`src/rtl/vga_timing_pkg.sv`:
```
package vga_timing_pkg;

    typedef enum logic [1:0] {
        SEG_DISP  = 2'd0,
        SEG_FP    = 2'd1,
        SEG_PULSE = 2'd2,
        SEG_BP    = 2'd3
    } seg_e;

    // Cyclic order of the segments on one axis
    function automatic seg_e seg_after(seg_e s);
        case (s)
            SEG_DISP:  return SEG_FP;
            SEG_FP:    return SEG_PULSE;
            SEG_PULSE: return SEG_BP;
            default:   return SEG_DISP;
        endcase
    endfunction

endpackage

```
`src/rtl/vga_axis_seq.sv`:
```
module vga_axis_seq
    import vga_timing_pkg::*;
#(
    parameter int  VIS = 640,
    parameter int  FP  = 16,
    parameter int  PW  = 96,
    parameter int  BP  = 48,
    localparam int TOTAL = VIS + FP + PW + BP,
    localparam int CW    = $clog2(TOTAL)
) (
    input  logic          clk,
    input  logic          rst,
    input  logic          step,
    output logic [CW-1:0] pos,
    output logic          sync_n,
    output logic          visible,
    output logic          last
);

    typedef struct packed {
        seg_e          seg;
        logic [CW-1:0] left;
        logic [CW-1:0] pos;
    } axis_t;

    axis_t st_d, st_q;

    // Preload value for a segment: its length minus one
    function automatic logic [CW-1:0] seg_load(seg_e s);
        case (s)
            SEG_DISP:  return CW'(VIS - 1);
            SEG_FP:    return CW'(FP - 1);
            SEG_PULSE: return CW'(PW - 1);
            default:   return CW'(BP - 1);
        endcase
    endfunction

    logic at_end;

    always_comb begin
        st_d   = st_q;
        at_end = (st_q.seg == SEG_BP) && (st_q.left == '0);
        if (step) begin
            st_d.pos = at_end ? '0 : st_q.pos + 1'b1;
            if (st_q.left == '0) begin
                st_d.seg  = seg_after(st_q.seg);
                st_d.left = seg_load(seg_after(st_q.seg));
            end else begin
                st_d.left = st_q.left - 1'b1;
            end
        end
    end

    always_ff @(posedge clk) begin
        if (rst) begin
            st_q.seg  <= SEG_DISP;
            st_q.left <= CW'(VIS - 1);
            st_q.pos  <= '0;
        end else begin
            st_q <= st_d;
        end
    end

    assign pos     = st_q.pos;
    assign sync_n  = (st_q.seg != SEG_PULSE);
    assign visible = (st_q.seg == SEG_DISP);
    assign last    = at_end;

endmodule

```
`src/rtl/vga_sync_gen.sv`:
```
module vga_sync_gen #(
    parameter int  H_VIS       = 640,
    parameter int  H_FP        = 16,
    parameter int  H_PW        = 96,
    parameter int  H_BP        = 48,
    parameter int  V_VIS       = 480,
    parameter int  V_PW        = 2,
    parameter bit  V_PORCH_SET = 1'b0,
    localparam int V_FP    = V_PORCH_SET ? 10 : 11,
    localparam int V_BP    = V_PORCH_SET ? 33 : 31,
    localparam int H_TOTAL = H_VIS + H_FP + H_PW + H_BP,
    localparam int V_TOTAL = V_VIS + V_FP + V_PW + V_BP,
    localparam int HW      = $clog2(H_TOTAL),
    localparam int VW      = $clog2(V_TOTAL)
) (
    input  logic          clk,
    input  logic          rst,
    input  logic          en,
    output logic          hsync,
    output logic          vsync,
    output logic [HW-1:0] hcount,
    output logic [VW-1:0] vcount,
    output logic          active
);

    logic h_vis, h_last;
    logic v_vis, v_last;
    logic v_step;

    vga_axis_seq #(
        .VIS(H_VIS), .FP(H_FP), .PW(H_PW), .BP(H_BP)
    ) u_h (
        .clk(clk), .rst(rst), .step(en),
        .pos(hcount), .sync_n(hsync), .visible(h_vis), .last(h_last)
    );

    assign v_step = en & h_last;

    vga_axis_seq #(
        .VIS(V_VIS), .FP(V_FP), .PW(V_PW), .BP(V_BP)
    ) u_v (
        .clk(clk), .rst(rst), .step(v_step),
        .pos(vcount), .sync_n(vsync), .visible(v_vis), .last(v_last)
    );

    assign active = h_vis & v_vis;

    // v_last only feeds a neighbour that chains frames; consumed here
    logic frame_end_unused;
    assign frame_end_unused = v_last;

endmodule

```
`config.mk`:
```
export PLATFORM = sky130hd
export DESIGN_NAME = vga_sync_gen
export DESIGN_NICKNAME = d
export VERILOG_FILES = /design/src/rtl/vga_timing_pkg.sv /design/src/rtl/vga_axis_seq.sv /design/src/rtl/vga_sync_gen.sv
export SDC_FILE = /design/constraint.sdc
export NUM_CORES = 1
export LEC_CHECK = 0
export BUFFER_PORTS_ARGS = -buffer_cell sky130_fd_sc_hd__buf_4
export CAP_MARGIN = 20
export CORE_MARGIN = 1.5
export CORE_UTILIZATION = 35
export CTS_CLUSTER_SIZE = 25
export DETAILED_ROUTE_END_ITERATION = 10
export GPL_ROUTABILITY_DRIVEN = 0
export GPL_TIMING_DRIVEN = 0
export PLACE_DENSITY = 0.57
export RECOVER_POWER = 100
export SETUP_SLACK_MARGIN = 0.5
export SYNTH_ARGS = -nofsm -noshare
export SYNTH_HDL_FRONTEND = slang
export SYNTH_HIERARCHICAL = 1
export SYNTH_SLANG_ARGS = --single-unit
```
`constraint.sdc`:
```
create_clock -name clk -period 2.2 [get_ports clk]
set_input_delay 0.22 -clock clk [delete_from_list [all_inputs] [get_ports clk]]
set_output_delay 0.22 -clock clk [all_outputs]
set_load 0.03 [all_outputs]
```
==> reports/results.txt, run 1 <==
Setup violations, final: 0
TritonCTS clock tree: built
post-synth top area share: 36.1%
fin crit share: 98.6%
hold-critical path depth: 3
R2R Setup Slk: 0.03 ns
WL met1: 2.39 mm
drt first pass iters: 4
antenna cells: 0
crit end category: flop
Post-DP HPWL: 3.45 mm
most frequent cell after synthesis: dfxtp_1
Cell Area, Synth: 0.00244 sq mm
non-filler instance count after layout: 417
synth top area cells: dfxtp_1 (36%), ha_1 (7.2%), buf_4 (6.2%), xor2_1 (5.4%), nor2_1 (4.8%)
met3 wire len: 177 um
Vias/cell: 5.03
crit path cell chain: inv_2 > ha_4 > nor4b_4 > and3b_1 > and2_1 > and2_4 > or4b_4 > mux2_4 > nor2_2
slowest cell delay on critical path: 0.49 ns
largest net degree at the start of global routing: 15
die area: 0.00748 sq mm
Yosys top cell by area: dfxtp_1
highest routed layer: met4
flop and latch count out of synthesis: 44
Placed Cells incl. Taps: 384
Routed WL: 5.13 mm
FF+latch area: 887 sq um
Core ar.: 0.00676 sq mm
final-report hold violation count: 0
origin of the critical flop-to-flop path: u_h/st_q[11]$_SDFFE_PP1P_
reg2reg end: u_v/st_q[20]$_SDFFE_PP0P_
# IOs: 26
Slew @ Worst Pin: 0.554 ns
outcome: completed
Yosys cell types: 49
critical path class: flop to flop
initial antenna violation count: 0
die height: 86.5 um
post-route DRC violation count: 0
met2 wire len: 2.50 mm
Port Buf Inserts: 25
Multi-input gate area: 0.00152 sq mm
main flop type after synthesis: dfxtp_1
WHS Endpoint: u_v/pos[0]$_SDFFE_PP0P_
worst hold start: rst
Clock Skew: 0.00829 ns
type of origin of the critical path: flop
RSZ-0062 raised after global routing: yes
Finished Core Util: 47.8%
grt ovf: 0
hold_ws: 0.223 ns
Via Count: 2096
cell area power density: 474 mW/mm^2
CTS max path bufs: 2
ys async rst share: 0%
Mean Syn Cell Area: 8.74 sq um
Final nets: 353
Area Growth Syn to Fin: 32.3%
Reg2Reg Depth: 9
register area share after synthesis: 36.1%
fraction of layout cells with a size suffix above 1: 32.9%
Detailed Route Iter0 Violations: 104
max_slew headroom: 62.9%
Routed wire per std cell: 12.3 um
minimum clock period: 2.17 ns
worst path arrival time: 2.41 ns
fmax: 461 MHz
synthesis warning total: 6
worst-skew pair later-pin latency: 0.30 ns
Routed Antenna Nets: 0
Synth Net Count: 296
vias in the first global route: 1887
Req. time, crit path: 2.44 ns
EDFF count, synth: 0
Num CTS Buffers: 5
Fillers: 651
Synth top cells by count: dfxtp_1 (44), nor2_1 (31), nand2_1 (21)
Sinks on Clock Net: 44
largest fanout on the critical path: 6
Max Cap Violations: 0
Peak VDD IR: 0.322 mV
Max Transition Viols Final: 0
Starting Density: 36.1%
total chip power: 1.53 mW
H-Tree Depth: 2
global-route wire length before repair: 8.40 mm
critical path's slowest cell: or4b_4
Total GRT Usage: 14.0%
Reg clk slew, reported paths: 0.09 ns
Pleak: 1.30 nW
type of the worst min-delay path: input pin to flop
clk root buf: clkbuf_8
Die X: 86.5 um
Synth Instances: 279
Std-Cell Rows: 30
==> registers in the layout (all words and copies together), names as in the netlist <==
name	flops
u_v/st_q	12
u_h/pos	10
u_h/st_q	12
u_v/pos	10
==> worst max-delay path, delay by kind of cell, from the launching register on <==
family	cells	cell delay, ns
simple gates	6	1.26
flops	1	0.33
mux	1	0.31
fa+ha+maj	1	0.13
buf+inv	1	0.06
==> power breakdown <==
part / internal [mW] / total, mW / leakage (nW) / switching (mW)
Clock: 0.336 / 0.623 / 0.0541 / 0.287
Combinational: 0.0415 / 0.0880 / 0.891 / 0.0465
Sequential: 0.806 / 0.818 / 0.354 / 0.0123
==> per-layer routing <==
| metal | global-route usage [%] | vias to the layer above |
|---|---|---|
| li1 | - | 1064 |
| met1 | 17.8 | 987 |
| met2 | 23.7 | 36 |
| met3 | 2.95 | 9 |
| met4 | 4.55 | 0 |
| met5 | 0 | - |
==> cell type report <==
cell class                      count  share of cell area [%]
Buffer                             28                    6.48
Clock inverter                      3                    1.32
Clock buffer                        5                    2.13
Sequential cell                    44                    27.5
Inverter                           16                    1.86
Multi-Input combinational cell    191                    47.0
Tap cell                           80                    3.10
Timing Repair Buffer               50                    10.6
==> cell families after synthesis <==
family,synth area share [%]
simple gates,25.9
fa+ha+maj,7.18
flops,36.1
buf+inv,10.0
mux,3.13
compound gates,8.31
xor+xnor,9.33
==> worst max-delay path by stage <==
stage / start / end / slack (ns) / depth (start not counted)
2_1_floorplan: u_h/st_q[11]$_SDFFE_PP1P_ / u_v/st_q[20]$_SDFFE_PP0P_ / 0.14 / 9
4_1_cts: u_h/st_q[11]$_SDFFE_PP1P_ / u_v/st_q[20]$_SDFFE_PP0P_ / 0.07 / 9
3_3_place_gp: u_h/st_q[14]$_SDFFE_PP1P_ / u_v/pos[9]$_SDFFE_PP0P_ / -0.07 / 9
5_1_grt: u_h/st_q[11]$_SDFFE_PP1P_ / u_v/st_q[15]$_SDFFE_PP0P_ / -0.09 / 10
3_5_place_dp: u_h/st_q[14]$_SDFFE_PP1P_ / u_v/pos[9]$_SDFFE_PP0P_ / -0.08 / 9
6_report: u_h/st_q[11]$_SDFFE_PP1P_ / u_v/st_q[20]$_SDFFE_PP0P_ / 0.03 / 9
==> what timing repair did <==
item / 4_1_cts / 5_1_grt
endpoints found under the hold margin: 0 / 0
endpoints found under the setup margin: 22 / 34
hold buffers: 0 / 0
buffers inserted: 15 / 8
pin swaps: 7 / 6
gates cloned: 1 / 1
resized for setup: 12 / 22
==> placed cells by master, fill, tap and decap left out, types with 5 or more instances in the layout <==
cell type	count
mux2i_1	5
nand4_1	10
inv_1	12
buf_4	39
buf_6	8
xnor2_1	11
nand3_1	6
xor2_1	15
nand2_1	20
nor3_1	5
dfxtp_2	5
clkbuf_4	8
clkbuf_8	7
nor2_1	28
dfxtp_1	39
a21oi_1	6
ha_1	12
clkbuf_1	19
==> stage by stage <==
stage | setup TNS (ns) | setup WS (ns) | instance area, sq um
final | 0 | 0.0310 | 3230
after global routing | -0.176 | -0.0852 | 3230
after CTS | 0 | 0.0675 | 3120
after floorplan | 0 | 0.139 | 2550
after detailed placement | -0.429 | -0.0808 | 2840
after global placement | -0.299 | -0.0692 | 2840
(Power assumes the default switching activity.)
==> inputs of run 2 (changes only) <==
--- a/config.mk
+++ b/config.mk
@@ -5,6 +5,7 @@
 export SDC_FILE = /design/constraint.sdc
 export NUM_CORES = 1
 export LEC_CHECK = 0
+export ABC_AREA = 1
 export BUFFER_PORTS_ARGS = -buffer_cell sky130_fd_sc_hd__buf_4
 export CAP_MARGIN = 20
 export CORE_MARGIN = 1.5
==> reports/results.txt, run 2 <==
Top delay family on crit path: buffers and inverters
met2 Use GR: 23.6%
fraction of layout cells with a size suffix above 1: 24.9%
Area Growth Syn to Fin: 19.5%
Starting Density: 36.6%
Cell Area, Synth: 0.00270 sq mm
slowest cell delay on critical path: 0.32 ns
minimum clock period: 1.88 ns
critical path's slowest cell: dfxtp_1
Die X: 90.8 um
Post-DP HPWL: 3.70 mm
CTS max path bufs: 2
largest registers: u_h/st_q (12), u_v/st_q (12)
Placed Cells incl. Taps: 497
most common cell after layout, fill and taps aside: nand2_1
Pleak: 1.49 nW
met1 Use GR: 15.8%
Reg clk slew, reported paths: 0.09 ns
H-Tree Depth: 2
Setup TNS: 0 ns
Via Count: 2285
GRT busiest layer: met2
critical path class: flop to flop
Vias/cell: 4.39
Synth Net Count: 390
Routed Antenna Nets: 0
outcome: completed
# IOs: 26
most frequent cells in the layout: nand2_1 (77), inv_1 (50), dfxtp_1 (43), buf_4 (35), nor2_1 (31)
fin crit share: 85.3%
final-report hold violation count: 0
Max Cap Violations: 0
type of origin of the critical path: flop
Core ar.: 0.00737 sq mm
pre-CTS WS: 0.329 ns
synthesis warning total: 6
worst path arrival time: 2.06 ns
RSZ-0062 raised after global routing: yes
crit end category: flop
die area: 0.00825 sq mm
largest fanout on the critical path: 8
initial antenna violation count: 0
CP bufs+invs: 5
TritonCTS clock tree: built
crit path cell chain: inv_1 > ha_4 > nand2_4 > nor2_4 > nand2_1 > nor2_1 > nand2_1 > inv_1 > buf_6 > buf_4 > nand4_4 > o21bai_4 > clkbuf_2 > nor2_2
Fillers: 800
Final nets: 437
Setup violations, final: 0
largest net degree at the start of global routing: 14
worst-skew pair later-pin latency: 0.29 ns
Num CTS Buffers: 5
Peak VDD IR: 0.373 mV
die height: 90.8 um
Total GRT Usage: 13.3%
hold_buf cts: 0
global-route wire length before repair: 9.12 mm
fin area: 0.00323 sq mm
met3 Resource Use GR: 2.61%
max_slew headroom: 57.0%
post-route DRC violation count: 0
Mean Syn Cell Area: 7.24 sq um
type of the worst min-delay path: input pin to flop
Finished Core Util: 43.8%
Detailed Route Iter0 Violations: 113
non-filler instance count after layout: 520
Max Transition Viols Final: 0
DP Area: 0.00304 sq mm
fmax: 533 MHz
Routed WL: 5.21 mm
Routed wire per std cell: 10.0 um
cell area power density: 442 mW/mm^2
grt ovf: 0
Clock Skew: 0.00901 ns
Port Buf Inserts: 25
Slew @ Worst Pin: 0.644 ns
Final WS setup: 0.324 ns
Req. time, crit path: 2.39 ns
drt first pass iters: 4
clk root buf: clkbuf_8
Std-Cell Rows: 31
vias in the first global route: 2131
Synth Instances: 373
antenna cells: 0
Sinks on Clock Net: 44
==> run 2: layout make-up <==
type	instances	area, sq um	area share, %
Sequential cell	44	882	27.3
Clock inverter	1	7.51	0.233
Tap cell	99	124	3.84
Inverter	54	205	6.36
Multi-Input combinational cell	249	1510	46.7
Buffer	26	193	5.97
Clock buffer	7	86.3	2.68
Timing Repair Buffer	40	223	6.90
==> run 2: through the flow <==
step / hold WS [ns] / power, mW
6_report: 0.189 / 1.43
2_1_floorplan: 0.331 / 0.889
5_1_grt: 0.179 / 1.51
3_5_place_dp: 0.455 / 0.912
3_3_place_gp: 0.451 / 0.911
4_1_cts: 0.166 / 1.47
==> run 2: power breakdown <==
part	switching, mW	internal (mW)	leakage (nW)
sequential	0.00780	0.805	0.356
clock	0.274	0.256	0.0445
combinational	0.0526	0.0318	1.09
==> run 2: final timing paths <==
check | to | slack [ns] | cells past startpoint | startpoint
hold reg to reg | u_v/st_q[10]$_SDFFE_PP1P_ | 0.47 | 2 | u_v/st_q[10]$_SDFFE_PP1P_
setup reg to reg | u_v/pos[7]$_SDFFE_PP0P_ | 0.32 | 14 | u_h/st_q[11]$_SDFFE_PP1P_
setup / recovery | u_v/pos[7]$_SDFFE_PP0P_ | 0.32 | 14 | u_h/st_q[11]$_SDFFE_PP1P_
hold / removal | u_h/st_q[15]$_SDFFE_PP1P_ | 0.19 | 3 | rst
==> run 2: worst reg2reg max path, cell delays in order (launching register included) <==
cell and delay [ns]:
dfxtp_1 0.32, inv_1 0.10, ha_4 0.16, nand2_4 0.05, nor2_4 0.08, nand2_1 0.05
nor2_1 0.08, nand2_1 0.05, inv_1 0.06, buf_6 0.13, buf_4 0.12, nand4_4 0.10
o21bai_4 0.16, clkbuf_2 0.27, nor2_2 0.06
==> run 2: what timing repair did <==
item                                    CTS  global route
setup buffers                            11             4
endpoints found under the setup margin   22            22
resized for setup                         8            16
pin swaps                                 7             5
cloned                                    0             0
==> run 2: layer usage <==
metal  share of wire (%)  up-vias
met5                   0        -
met4                 1.0        0
met3                 2.4        4
met2                  48       25
met1                  48     1016
li1                    -     1240
